==> config.mk <==
export PLATFORM = sky130hd
export DESIGN_NAME = stest_seq
export DESIGN_NICKNAME = d
export VERILOG_FILES = /design/src/rtl/stest_pkg.sv /design/src/rtl/stest_timer.sv /design/src/rtl/stest_window.sv /design/src/rtl/stest_period.sv /design/src/rtl/stest_seq.sv
export SDC_FILE = /design/constraint.sdc
export NUM_CORES = 1
export LEC_CHECK = 0
export ABC_AREA = 1
export BUFFER_PORTS_ARGS = -buffer_cell sky130_fd_sc_hd__buf_2
export CORE_UTILIZATION = 53
export CTS_CLUSTER_DIAMETER = 200
export DETAILED_ROUTE_END_ITERATION = 8
export GPL_TIMING_DRIVEN = 0
export PLACE_DENSITY_LB_ADDON = 0.12
export SLEW_MARGIN = 20
export SYNTH_ARGS = -nofsm -noshare
export SYNTH_HDL_FRONTEND = slang
export SYNTH_SLANG_ARGS = --single-unit
==> constraint.sdc <==
create_clock -name clk_i -period 2.1 [get_ports clk_i]
set_clock_uncertainty 0.05 [all_clocks]
set_input_delay 0.315 -clock clk_i [delete_from_list [all_inputs] [get_ports clk_i]]
set_output_delay 0.315 -clock clk_i [all_outputs]
set_load 0.01 [all_outputs]
==> src/rtl/stest_pkg.sv <==
package stest_pkg;
  typedef enum logic {ST_IDLE = 1'b0, ST_RUN = 1'b1} st_state_e;
  localparam int unsigned CTL_CONT_BIT  = 8;
  localparam int unsigned STAT_FAIL_BIT = 5;
  localparam int unsigned STAT_W        = 8;
endpackage

==> src/rtl/stest_timer.sv <==
module stest_timer #(
  parameter int unsigned DUR_HP = 13,
  parameter int unsigned DUR_LP = 35,
  parameter int unsigned CW     = 6
) (
  input  logic clk_i,
  input  logic rst_ni,
  input  logic load_i,
  input  logic mode_i,
  input  logic run_i,
  output logic last_o
);
  localparam int unsigned DMAX = (DUR_HP > DUR_LP) ? DUR_HP : DUR_LP;

  logic [CW-1:0] cnt_q;

  always_ff @(posedge clk_i or negedge rst_ni) begin
    if (!rst_ni) cnt_q <= '0;
    else if (load_i) cnt_q <= mode_i ? CW'(DUR_LP - 1) : CW'(DUR_HP - 1);
    else if (run_i && cnt_q != '0) cnt_q <= cnt_q - 1'b1;
  end

  assign last_o = run_i && (cnt_q == '0);

  p_cnt_bound_r2: assert property (@(posedge clk_i) disable iff (!rst_ni)
    cnt_q <= CW'(DMAX - 1));
  p_count_down_r2: assert property (@(posedge clk_i) disable iff (!rst_ni)
    (run_i && !load_i && cnt_q != '0) |=> cnt_q == $past(cnt_q) - 1'b1);
endmodule

==> src/rtl/stest_window.sv <==
module stest_window #(
  parameter int unsigned MW = 12
) (
  input  logic          clk_i,
  input  logic          rst_ni,
  input  logic          clear_i,
  input  logic          run_i,
  input  logic          valid_i,
  input  logic [MW-1:0] meas_i,
  input  logic [MW-1:0] exp_i,
  input  logic [MW-1:0] tol_i,
  output logic          fail_o
);
  logic [MW-1:0] diff;
  logic          take, bad_now;
  logic          bad_q, seen_q;

  assign diff    = (meas_i >= exp_i) ? (meas_i - exp_i) : (exp_i - meas_i);
  assign take    = run_i && valid_i;
  assign bad_now = take && (diff > tol_i);

  always_ff @(posedge clk_i or negedge rst_ni) begin
    if (!rst_ni) begin
      bad_q  <= 1'b0;
      seen_q <= 1'b0;
    end else if (clear_i) begin
      bad_q  <= 1'b0;
      seen_q <= 1'b0;
    end else if (take) begin
      bad_q  <= bad_q | bad_now;
      seen_q <= 1'b1;
    end
  end

  // verdict includes the sample arriving on the closing cycle
  assign fail_o = bad_q | bad_now | ~(seen_q | take);

  p_bad_needs_seen_r6: assert property (@(posedge clk_i) disable iff (!rst_ni)
    bad_q |-> seen_q);
  p_no_sample_fails_r6: assert property (@(posedge clk_i) disable iff (!rst_ni)
    (!seen_q && !take) |-> fail_o);
endmodule

==> src/rtl/stest_period.sv <==
module stest_period #(
  parameter int unsigned PW          = 16,
  parameter int unsigned FAST_PERIOD = 1,
  parameter int unsigned PERIOD_RST  = 10
) (
  input  logic          clk_i,
  input  logic          rst_ni,
  input  logic          we_i,
  input  logic [PW-1:0] wdata_i,
  input  logic          run_i,
  output logic [PW-1:0] per_o
);
  logic [PW-1:0] shadow_q;

  always_ff @(posedge clk_i or negedge rst_ni) begin
    if (!rst_ni) shadow_q <= PW'(PERIOD_RST);
    else if (we_i) shadow_q <= wdata_i;
  end

  assign per_o = run_i ? PW'(FAST_PERIOD) : shadow_q;

  p_idle_write_r5: assert property (@(posedge clk_i) disable iff (!rst_ni)
    we_i |=> (run_i || per_o == $past(wdata_i)));
endmodule

==> src/rtl/stest_seq.sv <==
module stest_seq #(
  parameter int unsigned PW          = 16,
  parameter int unsigned MW          = 12,
  parameter int unsigned DUR_HP      = 13,
  parameter int unsigned DUR_LP      = 35,
  parameter int unsigned FAST_PERIOD = 1,
  parameter int unsigned PERIOD_RST  = 10
) (
  input  logic          clk_i,
  input  logic          rst_ni,
  input  logic          nv_skip_i,
  input  logic          ctl_we_i,
  input  logic [15:0]   ctl_wdata_i,
  input  logic          per_we_i,
  input  logic [PW-1:0] per_wdata_i,
  input  logic          mode_i,
  input  logic          meas_valid_i,
  input  logic [MW-1:0] meas_i,
  input  logic [MW-1:0] meas_exp_i,
  input  logic [MW-1:0] meas_tol_i,
  output logic [PW-1:0] period_o,
  output logic          stim_o,
  output logic          busy_o,
  output logic          test_done_o,
  output logic [7:0]    status_o
);
  import stest_pkg::*;

  localparam int unsigned DMAX = (DUR_HP > DUR_LP) ? DUR_HP : DUR_LP;
  localparam int unsigned CW   = $clog2(DMAX + 1);

  st_state_e state_q, state_d;
  logic      boot_q, cont_q, fail_q;
  logic      run, last, start_idle, restart, load, verdict;
  logic      unused_ctl;

  assign unused_ctl = ^{ctl_wdata_i[15:CTL_CONT_BIT+1], ctl_wdata_i[CTL_CONT_BIT-1:0]};

  assign run        = (state_q == ST_RUN);
  assign start_idle = !run && ((boot_q && !nv_skip_i) || cont_q);
  assign restart    = last && cont_q;
  assign load       = start_idle || restart;

  always_comb begin
    state_d = state_q;
    if (start_idle) state_d = ST_RUN;
    else if (last && !cont_q) state_d = ST_IDLE;
  end

  always_ff @(posedge clk_i or negedge rst_ni) begin
    if (!rst_ni) begin
      state_q <= ST_IDLE;
      boot_q  <= 1'b1;
      cont_q  <= 1'b0;
      fail_q  <= 1'b0;
    end else begin
      state_q <= state_d;
      boot_q  <= 1'b0;
      if (ctl_we_i) cont_q <= ctl_wdata_i[CTL_CONT_BIT];
      if (last) fail_q <= verdict;
    end
  end

  stest_timer #(.DUR_HP(DUR_HP), .DUR_LP(DUR_LP), .CW(CW)) u_timer (
    .clk_i (clk_i), .rst_ni(rst_ni), .load_i(load), .mode_i(mode_i),
    .run_i (run), .last_o(last)
  );

  stest_window #(.MW(MW)) u_window (
    .clk_i (clk_i), .rst_ni(rst_ni), .clear_i(load), .run_i(run),
    .valid_i(meas_valid_i), .meas_i(meas_i), .exp_i(meas_exp_i),
    .tol_i (meas_tol_i), .fail_o(verdict)
  );

  stest_period #(.PW(PW), .FAST_PERIOD(FAST_PERIOD), .PERIOD_RST(PERIOD_RST)) u_period (
    .clk_i (clk_i), .rst_ni(rst_ni), .we_i(per_we_i), .wdata_i(per_wdata_i),
    .run_i (run), .per_o(period_o)
  );

  assign busy_o      = run;
  assign stim_o      = run;
  assign test_done_o = last;

  always_comb begin
    status_o                = '0;
    status_o[STAT_FAIL_BIT] = fail_q;
  end

  p_fast_while_busy_r3: assert property (@(posedge clk_i) disable iff (!rst_ni)
    busy_o |-> (stim_o && period_o == PW'(FAST_PERIOD)));
  p_cont_rerun_r4: assert property (@(posedge clk_i) disable iff (!rst_ni)
    (test_done_o && cont_q) |=> busy_o);
  p_stop_after_pass_r4: assert property (@(posedge clk_i) disable iff (!rst_ni)
    (test_done_o && !cont_q) |=> !busy_o);
  p_status_hold_r7: assert property (@(posedge clk_i) disable iff (!rst_ni)
    !test_done_o |=> $stable(status_o));
  p_boot_start_r1: assert property (@(posedge clk_i) disable iff (!rst_ni)
    (boot_q && !nv_skip_i) |=> busy_o);
endmodule

==> out/metrics.csv, run 1 <==
metric,value,unit
outcome,"complete, but fails checks",
violations,setup timing,
ant_nets,0,
postLayoutCoreUtil,0.7465,
setup_violations,2,
final_common_cell,nand2_1,
r2r_start,u_timer.cnt_q[0],
start_util,0.5664,
cts_buffers,3,
p_sw,0.0009819,W
drc_errors,0,
clkSinkCount,28,
reg2regPathDepth,11,
area_delta_synth_final,31.80,%
r2r_setup_slack,0.27,ns
finalHoldViolations,0,
startpoint,meas_exp_i[0],
h-tree-depth,1,
ys_types,34,
grt_pass1_vias,3148,
reg2reg_to,u_timer.cnt_q[3],
synth_area,3214,µm²
drive_gt1_frac,0.2834,
grt_overflow,0,
fillers,456,
worstPathArrival,2.64,ns
coreArea,5675,µm²
syn_inst,518,
layout.nets,735,
ioPinCount,102,
antenna_found_initial,0,
grt_pass1_wl,12.84,mm
pwr-share-clk,0.142,
rows,27,
sequentialPowerShare,0.300,
grt_max_degree,29,
slew_headroom,0.5748,
gp_congestion,0.9492,
cp-start-kind,input pin,
max_freq,398.8,MHz
cellLeakagePower,2.507,nW
wirelength,8.019,mm
die_x,79.88,µm
swShare,0.4156,
insertion_delay,0.27,ns
vdd_drop_max,0.0005018,V
final_cell_mix,"nand2_1, inv_1, buf_2",
rsz0062_at_grt,true,
crit_path_max_fanout,3,
post-place-ws,-0.8645,ns
drv_slew,0,
root_buffer,clkbuf_8,
clk_pin_slew,0.10,ns
grt_usage,0.2505,
diodes,0,
fin_crit,2.507,ns
hpwlAfterDp,6.008,mm
max-cap-violations,0,
p_int,0.001381,W
setup_tns,-0.7936,ns
firstDrtPassIters,5,
yosysSeqAreaShare,0.2192,
endpoint,fail_q,
num_vias,3375,
port_buffers,79,
cp_data_required_time,2.23,ns
power.density,557.7,nW/µm²
initialDrtViolationCount,159,
die_area,6380,µm²
end_kind,flip-flop,
cts_tree,done,
tightestPinTransition,0.6378,ns
combinationalPowerShare,0.558,
yosys_warnings,0,
dieHeight,79.88,µm
syn_area_per_cell,6.205,µm²
fin_hold_ws,0.001580,ns
hp-class,in2async,
clockBufferDepth,2,
final.period_utilization,1.194,
viasPerCell,4.870,
wl_per_cell,11.57,µm
path_class,in2reg,
ys_ff_latch,28,
setup_slack,-0.4073,ns
-- area by class of cell --
cell class / count / area (µm²) / area share
inverter: 123 / 481.7 / 0.1137
buffer: 17 / 125.1 / 0.02953
clock buffer: 4 / 55.05 / 0.01299
sequential: 28 / 704.4 / 0.1663
multi-input combinational: 357 / 2252 / 0.5316
tap: 72 / 90.09 / 0.02126
timing repair buffer: 92 / 528.0 / 0.1246
-- through the flow --
step                total power (W)  cell area [µm²]  std cells
floorplan                  0.001565             3296        525
global placement           0.001813             3781        676
detailed placement         0.001857             3781        676
CTS                        0.002290             4091        688
global route               0.002588             4237        693
finish                     0.002363             4237        693
-- worst max-delay path: stages --
cell	delay [ns]
buf_2	0.12
inv_1	0.05
ha_1	0.13
inv_1	0.08
fa_2	0.42
buf_4	0.16
nand3_1	0.10
nand3_1	0.09
nand3_1	0.10
nand2_1	0.06
nand2_1	0.05
nand2_1	0.05
ha_1	0.28
nand2_2	0.09
nor2_4	0.04
and2_1	0.14
nand2_1	0.05
nand3_1	0.08
nand2_2	0.08
nand3_2	0.05
nand2_1	0.05
inv_1	0.03
-- metal layers --
metal | global-route usage | up-vias | routed length [µm]
met5 | 0 | - | 0
met4 | 0.05357 | 0 | 88
met3 | 0.03657 | 10 | 371
met2 | 0.4436 | 103 | 3891
met1 | 0.3206 | 1520 | 3668
li1 | - | 1742 | -
-- state kept, by name, summed over array words and instances, names as in the netlist --
register,count
u_timer.cnt_q,6
busy_o,1
cont_q,1
boot_q,1
fail_q,1
u_window.bad_q,1
u_period.shadow_q,16
u_window.seen_q,1
-- power by group through the flow --
| stage | clock network [W] | logic [W] | registers (W) |
|---|---|---|---|
| floorplan | 0 | 0.000857 | 0.000708 |
| global placement | 0 | 0.00110 | 0.000715 |
| detailed placement | 0 | 0.00114 | 0.000721 |
| CTS | 0.000344 | 0.00124 | 0.000711 |
| global route | 0.000362 | 0.00150 | 0.000722 |
| finish | 0.000335 | 0.00132 | 0.000709 |
-- cells by family after synthesis --
logic type / after synthesis / share of synthesized area
buf+inv: 140 / 0.1771
other cells: 1 / 0.001167
flops: 28 / 0.2192
fa+ha+maj: 38 / 0.1526
mux: 1 / 0.003503
xor+xnor: 11 / 0.02998
simple gates: 254 / 0.3328
compound gates: 45 / 0.08370
-- synthesized netlist by cell type (all sizes together) --
cell type | count | area, µm²
o21bai | 1 | 7.510
nor2 | 39 | 163.9
nand2 | 168 | 653.1
clkbuf | 5 | 18.77
xnor2 | 2 | 17.52
xor2 | 9 | 78.83
or2 | 2 | 12.51
ha | 36 | 450.4
o31ai | 1 | 7.510
dfstp | 3 | 78.83
conb | 1 | 3.750
o211ai | 1 | 7.510
a21o | 1 | 7.510
nor3 | 1 | 5.000
a21oi | 16 | 110.1
fa | 2 | 40.04
nand3 | 36 | 185.2
dfrtp | 25 | 625.6
inv | 123 | 461.7
nand4 | 6 | 37.54
o21ai | 25 | 128.9
and2 | 2 | 12.51
mux2 | 1 | 11.26
buf | 12 | 88.83
-- worst min path at each step --
stage,startpoint,end,slack (ns),depth (start not counted)
after detailed placement,rst_ni,u_timer.cnt_q[2],0.32,1
after CTS,rst_ni,u_timer.cnt_q[2],0.02,1
after global routing,rst_ni,u_timer.cnt_q[2],0.04,1
after global placement,rst_ni,u_timer.cnt_q[2],0.32,1
final,rst_ni,u_timer.cnt_q[2],0.002,1
after floorplan,rst_ni,busy_o,-0.03,0
-- repair_timing --
| item | 4_1_cts | 5_1_grt |
|---|---|---|
| resized for setup | 38 | 22 |
| hold buffers | 0 | 0 |
| gates cloned | 1 | 0 |
| setup endpoints to repair | 5 | 2 |
| buffers inserted | 7 | 5 |
| pin swaps | 19 | 12 |
Note: power is estimated with default switching activity, not from simulation.
==> inputs of run 2 (changes only) <==
--- a/config.mk
+++ b/config.mk
@@ -10,7 +10,6 @@
 export CORE_UTILIZATION = 53
 export CTS_CLUSTER_DIAMETER = 200
 export DETAILED_ROUTE_END_ITERATION = 8
-export GPL_TIMING_DRIVEN = 0
 export PLACE_DENSITY_LB_ADDON = 0.12
 export SLEW_MARGIN = 20
 export SYNTH_ARGS = -nofsm -noshare
==> out/metrics.csv, run 2 (synthesis results as in run 1) <==
metric,value,unit,change
outcome,"complete, but fails checks",,
violations,"hold timing, setup timing",,
max_stage_delay,0.37,ns,-0.05 ns
die_area,6380,µm²,unchanged
firstDrtPassIters,4,,-1
p_total,0.002402,W,+1.6%
slew_headroom,0.5833,,+0.008491
grt_usage,0.2599,,+0.009448
path_class,in2reg,,
clkSinkCount,28,,unchanged
cellLeakagePower,2.573,nW,+2.6%
final.period_utilization,1.178,,-0.01587
hp-class,in2async,,
layout.nets,749,,+1.9%
drv_slew,0,,unchanged
post-place-ws,-0.7784,ns,+0.08615 ns
antenna_found_initial,0,,unchanged
viasPerCell,4.751,,-2.4%
initialDrtViolationCount,208,,+31%
worstPathArrival,2.61,ns,-0.03 ns
finalHoldViolations,13,,+13
root_buffer,clkbuf_8,,
clk_pin_slew,0.10,ns,about the same
cp-start-kind,input pin,,
combinationalPowerShare,0.579,,+0.021
critical_path.top_delay_family,simple AND/OR/NAND/NOR gates,,
path_depth,23,,+4.5%
reg_top3,"u_period.shadow_q: 16 flops, u_timer.cnt_q: 6 flops",,
reg2regPathDepth,11,,unchanged
grt_pass1_wl,13.12,mm,+2.1%
fin_crit,2.474,ns,-0.03332 ns
sequentialPowerShare,0.297,,-0.003
drive_gt1_frac,0.3228,,+0.03942
area_delta_synth_final,35.97,%,
setup_tns,-0.7004,ns,+0.09320 ns
port_buffers,79,,unchanged
power.density,549.5,nW/µm²,-1.5%
max-cap-violations,0,,unchanged
diodes,0,,unchanged
wl_per_cell,11.63,µm,+0.51%
dieHeight,79.88,µm,unchanged
drc_errors,0,,unchanged
gp_congestion,0.8793,,-7.4%
setup_violations,2,,unchanged
clockBufferDepth,2,,unchanged
largest_reg_flops,16,,unchanged
swShare,0.4230,,+0.007455
h-tree-depth,1,,unchanged
fin_hold_ws,-0.009186,ns,-0.01077 ns
p_sw,0.001016,W,+3.5%
tightestPinTransition,0.6251,ns,-0.01274 ns
fillers,455,,-0.22%
top_register,u_period.shadow_q,,
final_cell_mix,"nand2_1, inv_1, buf_2",,
pwr-share-clk,0.124,,-0.018
max_freq,404.2,MHz,+1.3%
end_kind,flip-flop,,
start_util,0.5664,,unchanged
rows,27,,unchanged
cp_common_cell,nand2_1,,
final_common_cell,nand2_1,,
cts_buffers,3,,unchanged
crit_path_max_fanout,7,,+4
grt_overflow,0,,unchanged
postLayoutCoreUtil,0.7701,,+0.02359
insertion_delay,0.28,ns,about the same
cpMaxStageDelayCell,fa_2,,
vdd_drop_max,0.0004961,V,-1.1%
grt_max_degree,32,,+10%
cts_tree,done,,
hpwlAfterDp,6.426,mm,+7.0%
rsz0062_at_grt,true,,
postPlaceCellArea,3986,µm²,+5.4%
p_int,0.001386,W,+0.35%
ant_nets,0,,unchanged
cp_data_required_time,2.23,ns,about the same
grt_pass1_vias,3106,,-1.3%
crit_chain,"buf_12, inv_12, ha_4, inv_4, fa_2, nand3_4, nand3_4, nand3_4, nand2_8, buf_12, nand2_1, inv_1, nor2_1, ha_1, nand2_1, nor2_2, and2_1, nand2_1, nand3_2, nand2_2, nand3_2, nand2_1, inv_1",,
wirelength,8.223,mm,+2.5%
worst-path-buf-inv,6,,+1
setup_slack,-0.3740,ns,+0.03332 ns
final_area,4370,µm²,+3.2%
num_vias,3359,,-0.47%
ioPinCount,102,,unchanged
die_x,79.88,µm,unchanged
coreArea,5675,µm²,unchanged
-- run 2: final timing paths --
path	slack (ns)	start	end
hold reg to reg	0.45	u_period.shadow_q[1]	u_period.shadow_q[1]
hold / removal	-0.009	rst_ni	u_timer.cnt_q[2]
min in group clk_i	0.19	ctl_we_i	cont_q
max in group asynchronous	1.59	rst_ni	u_period.shadow_q[2]
setup reg to reg	0.23	u_timer.cnt_q[0]	u_timer.cnt_q[2]
setup / recovery	-0.37	meas_i[0]	fail_q
-- run 2: metrics by stage --
stage,instances,hold WS [ns]
floorplan,525,-0.03059
detailed placement,699,0.3116
CTS,703,0.01560
global route,707,0.01975
finish,707,-0.009186
global placement,699,0.3123
-- run 2: power groups by stage --
stage                     registers, W  logic (W)  clock network (W)
after floorplan               0.000708   0.000857                  0
after detailed placement      0.000722    0.00122                  0
after CTS                     0.000712    0.00131           0.000300
after global routing          0.000724    0.00158           0.000328
final                         0.000712    0.00139           0.000298
after global placement        0.000716    0.00118                  0
-- run 2: layout make-up --
cell class / instances / area, µm² / share of cell area
clock buffer: 4 / 45.04 / 0.01031
inverter: 123 / 481.7 / 0.1102
multi-input combinational: 357 / 2288 / 0.5236
sequential: 28 / 704.4 / 0.1612
tap: 72 / 90.09 / 0.02061
timing repair buffer: 123 / 760.7 / 0.1741
-- run 2: repair_timing --
item | in CTS | in global routing
setup endpoints to repair | 2 | 2
setup buffers | 0 | 4
gates resized for setup | 33 | 32
pin swaps | 16 | 6
hold buffers | 0 | 0
-- run 2: per-layer routing --
metal	vias to the layer above	GRT usage	routed length [µm]
li1	1774	-	-
met1	1491	0.3355	3772
met2	92	0.4795	4057
met3	2	0.03314	367
met4	0	0.01607	25
met5	-	0	0
